**src/rtl/llr_fmt_pkg.sv**
```systemverilog
package llr_fmt_pkg;

  typedef enum logic {
    PH_DATA = 1'b0,
    PH_TAIL = 1'b1
  } phase_e;

  localparam int TAIL_SLOTS   = 12;
  localparam int SLOTS_PER_ENC = 6;
  localparam int TAIL_WORDS   = 4;

  // slot number of a tail LLR: encoder 0/1, parity flag, tail step 0..2
  function automatic int tail_slot(input int enc, input int is_par, input int step);
    return enc * SLOTS_PER_ENC + is_par * 3 + step;
  endfunction

endpackage

```
**src/rtl/llr_sanitize.sv**
```systemverilog
module llr_sanitize #(
  parameter int N = 6
) (
  input  logic [N-1:0] raw,
  input  logic         erased,
  output logic [N-1:0] clean
);
  localparam logic [N-1:0] CODE_FORBIDDEN = {1'b1, {(N-1){1'b0}}};
  localparam logic [N-1:0] CODE_FLOOR     = {1'b1, {(N-2){1'b0}}, 1'b1};

  always_comb begin
    if (erased)                    clean = '0;
    else if (raw == CODE_FORBIDDEN) clean = CODE_FLOOR;
    else                           clean = raw;
  end
endmodule

```
**src/rtl/tail_word_sel.sv**
```systemverilog
module tail_word_sel
  import llr_fmt_pkg::*;
#(
  parameter int N = 6
) (
  input  logic [TAIL_SLOTS*N-1:0] slots,
  input  logic [1:0]              sel,
  output logic [3*N-1:0]          word
);
  logic [N-1:0] sys_t [2][3];
  logic [N-1:0] par_t [2][3];

  for (genvar e = 0; e < 2; e++) begin : g_enc
    for (genvar t = 0; t < 3; t++) begin : g_step
      assign sys_t[e][t] = slots[tail_slot(e, 0, t)*N +: N];
      assign par_t[e][t] = slots[tail_slot(e, 1, t)*N +: N];
    end
  end

  always_comb begin
    if (!sel[0]) word = {sys_t[sel[1]][1], par_t[sel[1]][0], sys_t[sel[1]][0]};
    else         word = {par_t[sel[1]][2], sys_t[sel[1]][2], par_t[sel[1]][1]};
  end
endmodule

```
**src/rtl/llr_out_stage.sv**
```systemverilog
module llr_out_stage #(
  parameter int W = 18
) (
  input  logic         clk,
  input  logic         rst,
  input  logic         load,
  input  logic [W-1:0] load_data,
  input  logic         load_sop,
  input  logic         load_eop,
  output logic         slot_free,
  output logic         out_valid,
  input  logic         out_ready,
  output logic [W-1:0] out_data,
  output logic         out_sop,
  output logic         out_eop
);
  assign slot_free = !out_valid || out_ready;

  always_ff @(posedge clk) begin
    if (rst) begin
      out_valid <= 1'b0;
      out_data  <= '0;
      out_sop   <= 1'b0;
      out_eop   <= 1'b0;
    end else if (slot_free) begin
      out_valid <= load;
      if (load) begin
        out_data <= load_data;
        out_sop  <= load_sop;
        out_eop  <= load_eop;
      end
    end
  end
endmodule

```
**src/rtl/llr_stream_packer.sv**
```systemverilog
module llr_stream_packer
  import llr_fmt_pkg::*;
#(
  parameter int N     = 6,
  parameter int K_MAX = 6144,
  parameter int KW    = $clog2(K_MAX + 1)
) (
  input  logic                    clk,
  input  logic                    rst,
  input  logic [KW-1:0]           cfg_k,
  input  logic                    in_valid,
  output logic                    in_ready,
  input  logic [N-1:0]            in_sys,
  input  logic [N-1:0]            in_par1,
  input  logic [N-1:0]            in_par2,
  input  logic [2:0]              in_punct,
  input  logic [TAIL_SLOTS*N-1:0] in_tail,
  input  logic [TAIL_SLOTS-1:0]   in_tail_punct,
  output logic                    out_valid,
  input  logic                    out_ready,
  output logic [3*N-1:0]          out_data,
  output logic                    out_sop,
  output logic                    out_eop
);
  localparam int WW = 3 * N;
  localparam int TW = TAIL_SLOTS * N;

  phase_e          phase;
  logic [KW-1:0]   idx;
  logic [KW-1:0]   k_held;
  logic [1:0]      tsel;
  logic [TW-1:0]   tail_bank;

  logic            slot_free;
  logic            take_data;
  logic            take_tail;
  logic [KW-1:0]   k_eff;
  logic            last_data;
  logic [3*N-1:0]  data_word;
  logic [3*N-1:0]  tail_word;
  logic [TW-1:0]   tail_clean;
  logic [N-1:0]    raw_f [3];
  logic [N-1:0]    cln_f [3];

  assign raw_f[0] = in_sys;
  assign raw_f[1] = in_par1;
  assign raw_f[2] = in_par2;

  for (genvar f = 0; f < 3; f++) begin : g_data_clean
    llr_sanitize #(.N(N)) u_san (
      .raw   (raw_f[f]),
      .erased(in_punct[f]),
      .clean (cln_f[f])
    );
  end
  assign data_word = {cln_f[2], cln_f[1], cln_f[0]};

  for (genvar s = 0; s < TAIL_SLOTS; s++) begin : g_tail_clean
    llr_sanitize #(.N(N)) u_san (
      .raw   (in_tail[s*N +: N]),
      .erased(in_tail_punct[s]),
      .clean (tail_clean[s*N +: N])
    );
  end

  tail_word_sel #(.N(N)) u_tsel (
    .slots(tail_bank),
    .sel  (tsel),
    .word (tail_word)
  );

  assign in_ready  = (phase == PH_DATA) && slot_free;
  assign take_data = in_valid && in_ready;
  assign take_tail = (phase == PH_TAIL) && slot_free;
  assign k_eff     = (idx == '0) ? cfg_k : k_held;
  assign last_data = (idx == KW'(k_eff - KW'(1)));

  llr_out_stage #(.W(WW)) u_out (
    .clk      (clk),
    .rst      (rst),
    .load     (take_data || take_tail),
    .load_data(take_tail ? tail_word : data_word),
    .load_sop (take_data && (idx == '0)),
    .load_eop (take_tail && (tsel == 2'd3)),
    .slot_free(slot_free),
    .out_valid(out_valid),
    .out_ready(out_ready),
    .out_data (out_data),
    .out_sop  (out_sop),
    .out_eop  (out_eop)
  );

  always_ff @(posedge clk) begin
    if (rst) begin
      phase     <= PH_DATA;
      idx       <= '0;
      k_held    <= '0;
      tsel      <= '0;
      tail_bank <= '0;
    end else begin
      if (take_data) begin
        if (idx == '0) k_held <= cfg_k;
        if (last_data) begin
          phase     <= PH_TAIL;
          idx       <= '0;
          tsel      <= '0;
          tail_bank <= tail_clean;
        end else begin
          idx <= idx + KW'(1);
        end
      end
      if (take_tail) begin
        tsel <= tsel + 2'd1;
        if (tsel == 2'd3) phase <= PH_DATA;
      end
    end
  end
endmodule

```
**config.mk**
```make
export PLATFORM = sky130hd
export DESIGN_NAME = llr_stream_packer
export DESIGN_NICKNAME = d
export VERILOG_FILES = /design/src/rtl/llr_fmt_pkg.sv /design/src/rtl/llr_sanitize.sv /design/src/rtl/tail_word_sel.sv /design/src/rtl/llr_out_stage.sv /design/src/rtl/llr_stream_packer.sv
export SDC_FILE = /design/constraint.sdc
export NUM_CORES = 1
export LEC_CHECK = 0
export BUFFER_PORTS_ARGS = -buffer_cell sky130_fd_sc_hd__buf_2
export CAP_MARGIN = 30
export CORE_MARGIN = 5
export CORE_UTILIZATION = 40
export DETAILED_ROUTE_END_ITERATION = 7
export GPL_TIMING_DRIVEN = 1
export PLACE_DENSITY = 0.64
export SETUP_SLACK_MARGIN = 0.15
export SLEW_MARGIN = 10
export SYNTH_ARGS = -nofsm -noshare
export SYNTH_HDL_FRONTEND = slang
export SYNTH_SLANG_ARGS = --single-unit
```
**constraint.sdc**
```tcl
create_clock -name clk -period 3.5 [get_ports clk]
set_input_delay 0.7 -clock clk [delete_from_list [all_inputs] [get_ports clk]]
set_output_delay 0.7 -clock clk [all_outputs]
set_load 0.03 [all_outputs]
```
---- After elaboration in Yosys (flattened, before gate mapping) ----
Index checks and enable logic that the tools add are counted.
operators by class
  add/subtract/negate cells ............... 3
  reduce and logical (&&, ||, !) cells .... 14
  magnitude comparators ................... 1
  bitwise operators ....................... 2
  mux-type cells .......................... 47
  eq/ne operators ......................... 17
operators with widths
  cell                                                                   count
  6-bit 2-to-1 mux                                                       30
  18-bit 2-to-1 mux                                                      8
  6-bit equality test (second input constant)                            15
  13-bit 2-to-1 mux                                                      2
  13-bit by 1-bit adder with 13-bit output (second input constant)       1
  13-bit equality test                                                   1
  13-bit zero test                                                       1
  13-bit by 1-bit subtractor with 13-bit output (second input constant)  1
  2-bit 2-to-1 mux                                                       3
  2-bit AND reduction                                                    3
  1-bit logical AND                                                      5
  1-bit 2-to-1 mux                                                       4
  2-bit nonzero test                                                     2
  2-bit by 1-bit adder with 2-bit output (second input constant)         1
  2-bit equality test (second input constant)                            1
  2-bit greater-or-equal comparator (second input constant)              1
  1-bit logical OR                                                       2
  1-bit NOT with 2-bit output                                            1
  1-bit zero test                                                        1
  1-bit NOT                                                              1
storage, ports and cells
  bits in registers ....................... 122
  output and inout bits ................... 22
  input bits .............................. 122

---- Depth between registers and ports, before layout ----
Gate-level depths: netlist of the first run.
  depth after elaboration ................. 8
  mapped depth ............................ 18
  gate-level depth less buffers ........... 12

---- Hierarchy ----
A second synthesis of the first run with hierarchy kept.
second synthesis, totals
  cells, all modules ...................... 906
  area, all modules ....................... 7955.1 sq um
modules (own cells, without submodules)
  module             cells each  area each (sq um)  times used  seq. area each (sq um)
  llr_stream_packer  653         5572.8             1           2021.9
  llr_out_stage      96          985.9              1           420.4
  llr_sanitize       9           61.3               15          0.0
  tail_word_sel      22          476.7              1           0.0

---- Worst setup path after synthesis of the first run ----
Ideal clock, no wire load.
  path kind ............................... flip-flop to flip-flop
  start ................................... register idx[0]
  end ..................................... register tail_bank[0]
  clock period less this slack ............ 3857 ps
  path slack .............................. -357 ps
  cell stages (with the launch flop) ...... 18
  arrival ................................. 3786 ps
  data required time ...................... 3430 ps
  cell sequence ........................... dfxtp_1 inv_1 ha_1 or4b_1 buf_2 nor3_4 buf_6 mux2i_1 ha_1 o21ai_0 a211oi_1 o21ai_1 or3_1 buf_2 buf_6 buf_6 or4_1 a21oi_1
between the ends
  word-level cells in the longest chain between the ends .. 5
RTL lines
  element                                        RTL line                  source
  start, declared                                llr_stream_packer.sv:29   logic [KW-1:0] idx;
  start signal, assigned                         llr_stream_packer.sv:109  idx <= idx + KW'(1);
  13-bit zero test                               llr_stream_packer.sv:75   assign k_eff = (idx == '0) ? cfg_k : k_held;
  13-bit 2-to-1 mux                              n/a
  13-bit by 1-bit subtractor with 13-bit output  llr_stream_packer.sv:76   assign last_data = (idx == KW'(k_eff - KW'(1)));
  13-bit equality test (*)                       llr_stream_packer.sv:76
  2-bit AND reduction (no source line) (*)       n/a
  end signal, assigned                           llr_stream_packer.sv:107  tail_bank <= tail_clean;
  end, declared                                  llr_stream_packer.sv:32   logic [TW-1:0] tail_bank;
Mark *: on every way between the ends. The rest lies on a longest branch, timed or not.
A chain may end at the register's enable or synchronous reset.

---- Worst setup path in the final report of the first run ----
  start ................................... register idx[1]
  end ..................................... register tail_bank[6]
The elaborated chain is that of the path after synthesis.

==> impl_metrics.py, run 1 <==
metrics = {
    "global_routing": {
        "grt_max_degree": 57,
        "overflow": 0,
        "grt_pass1_vias": 6706,
        "grt_pass1_wl_um": 35500,
        "antenna_found_initial": 0,
        "grt_util_all_layers_pct": 24.6,
    },
    "power_and_ir_drop": {
        "power_frac_seq_pct": 37.9,
        "internal_power_uw": 2720,
        "power_frac_comb_pct": 19.1,
        "p_leak_uw": 0.00349,
        "peakVddDrop_uv": 377,
        "powerDensity_nw_per_um2": 402,
        "switching_share_pct": 28.0,
        "p_sw_uw": 1060,
        "pwr-share-clk_pct": 43.0,
    },
    "place": {
        "place_inst": 1087,
        "io_buffers": 143,
        "dpl.hpwl_um": 15100,
        "gp_congestion": 0.864,
        "post-place-ws_ns": -0.131,
    },
    "clocking": {
        "cts_sinks": 122,
        "numCtsBuffers": 17,
        "clockBufferDepth": 2,
        "worstSkewPairLatency_ns": 0.43,
        "cts_tree": "built",
        "cts_root_buf": "clkbuf_16",
        "clk_pin_slew_worst_paths_ns": 0.06,
        "ctsHoldBuffers": 0,
        "htreeDepth": 4,
    },
    "sta": {
        "layout_min_cycle_time_ns": 3.60,
        "worst_pin_slew_ns": 0.952,
        "drv_slew": 0,
        "setup_viol": 20,
        "min_period_over_period_pct": 103,
        "rsz0062_at_grt": "true",
        "fin_worst_skew_ns": 0.00692,
        "fmax_mhz": 278,
        "layout_setup_ws_ns": -0.102,
        "max-slew-margin-rel_pct": 36.5,
        "hold_viol": 0,
        "holdWs_ns": 0.463,
    },
    "outcome": {
        "status": "finished with violations",
        "violations": "negative setup slack",
    },
    "synth": {
        "yosys_register_bits": 122,
        "syn_nets": 859,
        "synthArstFlopShare_pct": 0,
        "synth_area_um2": 6400,
        "ys_warn_count": 0,
        "synth_edf_count": 0,
        "ys_types": 52,
        "synth_cells": 733,
        "synth_ff_type": "dfxtp_1",
        "yosysSeqAreaShare_pct": 38.2,
        "syn_avg_cell_area_um2": 8.73,
    },
    "finish": {
        "drive_gt1_share_pct": 41.7,
        "syn2layout_area_growth_pct": 46.8,
        "antenna_cells": 0,
        "utilization_pct": 59.6,
        "finalNonFillerCells": 1155,
        "final_nets": 1054,
    },
    "die": {
        "die_y_um": 136,
        "core_um2": 15800,
        "ios": 144,
        "dieArea_um2": 18600,
        "rows": 46,
        "initial_core_util_pct": 40.6,
        "die_x_um": 136,
    },
    "detailed_routing": {
        "drtIter0Drc": 689,
        "wl_per_cell_um": 21.0,
        "drc": 0,
        "top_layer_used": "met4",
        "m1WireLength_um": 9960,
        "firstDrtPassIters": 5,
        "drtAntennaViolNets": 0,
        "met2_length_um": 11800,
        "vias": 7039,
        "wl_met3_um": 1830,
        "wl_um": 24300,
        "via_per_inst": 6.09,
    },
    "critical_path": {
        "worstPathArrival_ns": 3.96,
        "crit_path_end_kind": "flip-flop",
        "cp_max_fo": 9,
        "path_class": "reg -> reg",
        "critPathLaunchType": "flip-flop",
        "cp.required_ns": 3.86,
    },
    "hold_path": {
        "hold_class": "reg -> reg",
    },
    "run": {
        "max_cap_violations": 0,
    },
}
## flip-flops by register name, summed over array words and instances (netlist names)
name,count
tail_bank,72
u_out.out_data,18
idx,13
k_held,13
tsel,2
phase,1
u_out.out_eop,1
u_out.out_sop,1
u_out.out_valid,1
## synth_stat cells, types with 3 or more instances
cell / number / share of area, %
clkbuf_1: 57 / 3.3
nor3_1: 25 / 2.0
a31oi_1: 4 / 0.39
ha_1: 4 / 0.78
inv_1: 14 / 0.82
buf_6: 6 / 1.1
or4_1: 20 / 2.3
mux2i_1: 10 / 1.6
xor2_1: 11 / 1.5
or3_1: 4 / 0.39
buf_2: 5 / 0.39
a222oi_1: 15 / 2.3
dfxtp_1: 122 / 38
and2_1: 3 / 0.29
nand4b_1: 59 / 8.1
xnor2_1: 11 / 1.5
nor2_1: 41 / 2.4
nor2b_1: 3 / 0.29
a21oi_1: 109 / 8.5
nand2_1: 23 / 1.3
o21ai_0: 89 / 7.0
nand3_1: 6 / 0.47
nand4_1: 13 / 1.3
mux4_2: 18 / 6.3
o311a_1: 5 / 0.78
nor4_1: 20 / 2.0
## cell families (layout without fill, tap and decap cells)
logic type	count (synthesis)	count (layout)	share of synthesized area (%)
flops	122	122	38.2
buf+inv	84	287	5.73
compound gates	242	242	21.7
xor+xnor	22	22	3.01
fa+ha+maj	4	4	0.782
mux	29	29	8.07
simple gates	230	233	22.6
## timing repair
| action | 4_1_cts | 5_1_grt |
|---|---|---|
| resized for setup | 163 | 53 |
| gates cloned | 11 | 6 |
| pin swaps | 69 | 61 |
| hold endpoints to repair | 0 | 0 |
| setup buffers | 12 | 8 |
| setup endpoints to repair | 87 | 88 |
## per-layer routing
metal / vias to the layer above / global-route usage [%]
met1: 3436 / 32.4
met3: 59 / 4.67
met2: 303 / 39.9
met4: 0 / 9.85
met5: - / 0
li1: 3241 / -
## through the flow
stage | area (um2) | total power [uW] | setup TNS, ns
6_report | 9400 | 3780 | -1.03
5_1_grt | 9400 | 3890 | -8.40
4_1_cts | 8980 | 3710 | -0.0237
3_5_place_dp | 7660 | 2010 | -1.39
3_3_place_gp | 7640 | 2010 | -0.387
2_1_floorplan | 6510 | 1780 | -4.28
## cells in the final DEF, fill, tap and decap left out, types with 3 or more instances in the layout
| cell type | count |
|---|---|
| buf_2 | 142 |
| dfxtp_1 | 120 |
| a21oi_1 | 100 |
| nand4b_1 | 59 |
| o21ai_2 | 53 |
| buf_4 | 48 |
| nor2_1 | 40 |
| o21ai_0 | 24 |
| nand2_1 | 23 |
| clkbuf_16 | 22 |
| buf_6 | 21 |
| nor4_1 | 20 |
| nor3_1 | 20 |
| mux4_2 | 18 |
| a222oi_1 | 15 |
| or4_1 | 14 |
| nand4_1 | 13 |
| inv_1 | 12 |
| xor2_1 | 11 |
| xnor2_1 | 10 |
| buf_16 | 10 |
| buf_12 | 10 |
| mux2i_1 | 9 |
| a21oi_2 | 9 |
| or4_4 | 7 |
| o21ai_1 | 7 |
| o21ai_4 | 7 |
| buf_8 | 7 |
| nand3_1 | 6 |
| o311a_1 | 5 |
| clkbuf_8 | 5 |
| nor3_4 | 4 |
| or3_4 | 4 |
| nor2b_1 | 3 |
| a31oi_1 | 3 |
| and2_1 | 3 |
| clkinv_2 | 3 |
## critical path: stages (launching register included)
cell and delay, ns:
dfxtp_2 0.32, inv_2 0.07, ha_4 0.12, or4b_4 0.48, nor3_4 0.27, mux2i_2 0.27
ha_2 0.27, buf_4 0.13, o21ai_2 0.05, a211oi_2 0.20, o21ai_2 0.09, or3_4 0.40
buf_12 0.17, or4_1 0.52, a21oi_1 0.15
## power groups by stage
stage | Sequential [uW] | Clock (uW) | Combinational [uW]
2_1_floorplan | 1480 | 0 | 305
3_3_place_gp | 1460 | 0 | 545
3_5_place_dp | 1460 | 0 | 549
4_1_cts | 1430 | 1620 | 656
5_1_grt | 1430 | 1690 | 769
6_report | 1430 | 1630 | 721
## final cells by class
type,instances,area (um2)
fill,1342,6370
multi-input combinational,530,4070
clock inverter,6,40.0
tap,216,270
timing repair buffer,243,2010
sequential,122,2440
inverter,14,52.6
clock buffer,24,502
## path summary, 6_finish.rpt
kind,to,from,cells after the start,slack (ns)
worst min-delay path,tail_bank[23]$_SDFFE_PP0P_,tail_bank[23]$_SDFFE_PP0P_,2,0.46
worst max-delay path,tail_bank[6]$_SDFFE_PP0P_,idx[1]$_SDFFE_PP0P_,14,-0.10
worst min register to register,tail_bank[23]$_SDFFE_PP0P_,tail_bank[23]$_SDFFE_PP0P_,2,0.46
worst max register to register,tail_bank[6]$_SDFFE_PP0P_,idx[1]$_SDFFE_PP0P_,14,-0.10
No activity file was read; power rests on OpenSTA's default activity.
==> run 2: changes to the inputs <==
==> constraint.sdc (replaced) <==
create_clock -name clk -period 3.2 [get_ports clk]
set_input_delay 0.64 -clock clk [delete_from_list [all_inputs] [get_ports clk]]
set_output_delay 0.64 -clock clk [all_outputs]
set_load 0.03 [all_outputs]
==> impl_metrics.py, run 2 (synthesis gave the netlist of run 1 again) <==
metrics = {
    "clocking": {
        "cts_tree": "built",
        "ctsHoldBuffers": 0,
        "htreeDepth": 4,
        "cts_root_buf": "clkbuf_16",
        "numCtsBuffers": 17,
        "clk_pin_slew_worst_paths_ns": 0.06,
        "clockBufferDepth": 2,
        "worstSkewPairLatency_ns": 0.43,
        "cts_sinks": 122,
    },
    "power_and_ir_drop": {
        "p_total_uw": 4320,
        "p_leak_uw": 0.00346,
        "power_frac_comb_pct": 18.3,
        "internal_power_uw": 3120,
        "peakVddDrop_uv": 417,
        "pwr-share-clk_pct": 45.5,
        "p_sw_uw": 1200,
        "powerDensity_nw_per_um2": 471,
        "power_frac_seq_pct": 36.2,
        "switching_share_pct": 27.7,
    },
    "place": {
        "place_inst": 1106,
        "post_dp_cell_area_um2": 7810,
        "gp_congestion": 0.854,
        "io_buffers": 143,
        "dpl.hpwl_um": 15100,
    },
    "sta": {
        "fmax_mhz": 278,
        "drv_slew": 0,
        "setup_viol": 88,
        "min_period_over_period_pct": 112,
        "rsz0062_at_grt": "true",
        "holdWs_ns": 0.473,
        "layout_setup_ws_ns": -0.395,
        "worst_pin_slew_ns": 0.909,
        "hold_viol": 0,
        "layout_min_cycle_time_ns": 3.59,
        "max-slew-margin-rel_pct": 39.4,
        "fin_worst_skew_ns": 0.00711,
    },
    "finish": {
        "antenna_cells": 0,
        "reg_top3": "tail_bank x72, u_out.out_data x18",
        "largest_register_ffs": 72,
        "final_cell_mix": "buf_2 (142), dfxtp_1 (120), a21oi_1 (105), buf_4 (75), nand4b_1 (59)",
        "drive_gt1_share_pct": 38.3,
        "syn2layout_area_growth_pct": 43.4,
        "final_nets": 1064,
        "utilization_pct": 58.2,
        "layout.cells.most_common": "buf_2",
        "finalNonFillerCells": 1167,
        "fin_area_um2": 9180,
        "regMostFlops": "tail_bank",
    },
    "detailed_routing": {
        "wl_um": 23800,
        "top_layer_used": "met4",
        "drtIter0Drc": 688,
        "vias": 6962,
        "drc": 0,
        "drtAntennaViolNets": 0,
        "m1WireLength_um": 9790,
        "met2_length_um": 11300,
        "firstDrtPassIters": 5,
        "wl_per_cell_um": 20.4,
        "wl_met3_um": 1740,
        "via_per_inst": 5.97,
    },
    "critical_path": {
        "critPathMaxStageDelay_ns": 0.53,
        "r2r_end": "tail_bank[54]$_SDFFE_PP0P_",
        "cp_slowest_cell": "or4_1",
        "crit_path_end_kind": "flip-flop",
        "cp_cell_sequence": "inv_2 > ha_1 > or4b_4 > nor3_4 > mux2i_2 > ha_4 > xnor2_2 > xnor2_1 > nand4_1 > or3_4 > buf_12 > or4_1 > a21oi_1",
        "r2r_slack_ns": -0.39,
        "r2r_cells": 13,
        "cp.buffers_inverters": 2,
        "critPathLaunchType": "flip-flop",
        "path_class": "reg -> reg",
        "worstPathArrival_ns": 3.95,
        "cp.required_ns": 3.56,
        "cp_max_fo": 16,
        "r2r-start": "idx[0]$_SDFFE_PP0P_",
        "crit_family": "simple AND/OR/NAND/NOR gates",
    },
    "outcome": {
        "status": "finished with violations",
        "violations": "negative setup slack",
    },
    "global_routing": {
        "overflow": 0,
        "grt_pass1_vias": 6804,
        "antenna_found_initial": 0,
        "grt_util_all_layers_pct": 25.6,
        "grt_pass1_wl_um": 36700,
        "grt_max_degree": 60,
    },
    "die": {
        "die_y_um": 136,
        "core_um2": 15800,
        "rows": 46,
        "initial_core_util_pct": 40.6,
        "die_x_um": 136,
        "dieArea_um2": 18600,
        "ios": 144,
    },
    "hold_path": {
        "min_to": "tail_bank[27]$_SDFFE_PP0P_",
        "hold_class": "reg -> reg",
        "min_from": "tail_bank[27]$_SDFFE_PP0P_",
        "min_path_cells": 2,
    },
    "run": {
        "max_cap_violations": 0,
    },
}
==> run 2: cell count changes in the layout (fill, tap and decap cells not counted), moves of 6 or more <==
cell	previous run	this run
buf_8	7	1
o21ai_2	53	28
buf_4	48	75
o21ai_1	7	36
o21ai_4	7	0
==> run 2: final cells by class <==
type	instances	area (um2)
Tap cell	216	270
Sequential cell	122	2440
Clock buffer	20	467
Inverter	14	52.6
Clock inverter	12	139
Multi-Input combinational cell	529	3860
Timing Repair Buffer	254	1940
Fill cell	1382	6590
==> run 2: worst max-delay path by stage <==
stage                                      end  depth (start not counted)                start  slack (ns)
global placement    tail_bank[30]$_SDFFE_PP0P_                         13  idx[0]$_SDFFE_PP0P_       -0.35
detailed placement  tail_bank[30]$_SDFFE_PP0P_                         13  idx[0]$_SDFFE_PP0P_       -0.43
floorplan            tail_bank[0]$_SDFFE_PP0P_                         17  idx[0]$_SDFFE_PP0P_       -0.53
finish              tail_bank[54]$_SDFFE_PP0P_                         13  idx[0]$_SDFFE_PP0P_       -0.39
global route        tail_bank[30]$_SDFFE_PP0P_                         13  idx[0]$_SDFFE_PP0P_       -0.55
CTS                 tail_bank[30]$_SDFFE_PP0P_                         13  idx[0]$_SDFFE_PP0P_       -0.28
==> run 2: layer usage <==
| layer | track usage, % | vias up |
|---|---|---|
| met3 | 4.89 | 63 |
| li1 | - | 3260 |
| met5 | 0 | - |
| met1 | 33.8 | 3332 |
| met4 | 11.8 | 0 |
| met2 | 40.6 | 307 |
==> run 2: per-stage QoR <==
| stage | worst slack, ns | setup TNS (ns) |
|---|---|---|
| 2_1_floorplan | -0.531 | -28.74 |
| 3_3_place_gp | -0.350 | -17.62 |
| 3_5_place_dp | -0.432 | -22.84 |
| 4_1_cts | -0.275 | -16.62 |
| 5_1_grt | -0.550 | -39.61 |
| 6_report | -0.395 | -24.98 |
==> run 2: repair_timing <==
item                                   CTS  global route
pin swaps                               47            24
cloned                                  12             0
endpoints found under the hold margin    0             0
gates resized for setup                108            28
buffers inserted                        15             2
setup endpoints to repair               88            88
==> run 2: tightest hold or removal path: cells and delay by family (launching register included) <==
kind / cells / cell delay [ns]
flops: 1 / 0.31
compound gates: 2 / 0.11
==> run 2: power by group through the flow <==
stage               sequential, uW  clock, uW  combinational (uW)
finish                        1570       1970                 790
global placement              1600          0                 623
detailed placement            1600          0                 625
CTS                           1570       1970                 755
global route                  1570       2040                 848
floorplan                     1620          0                 334
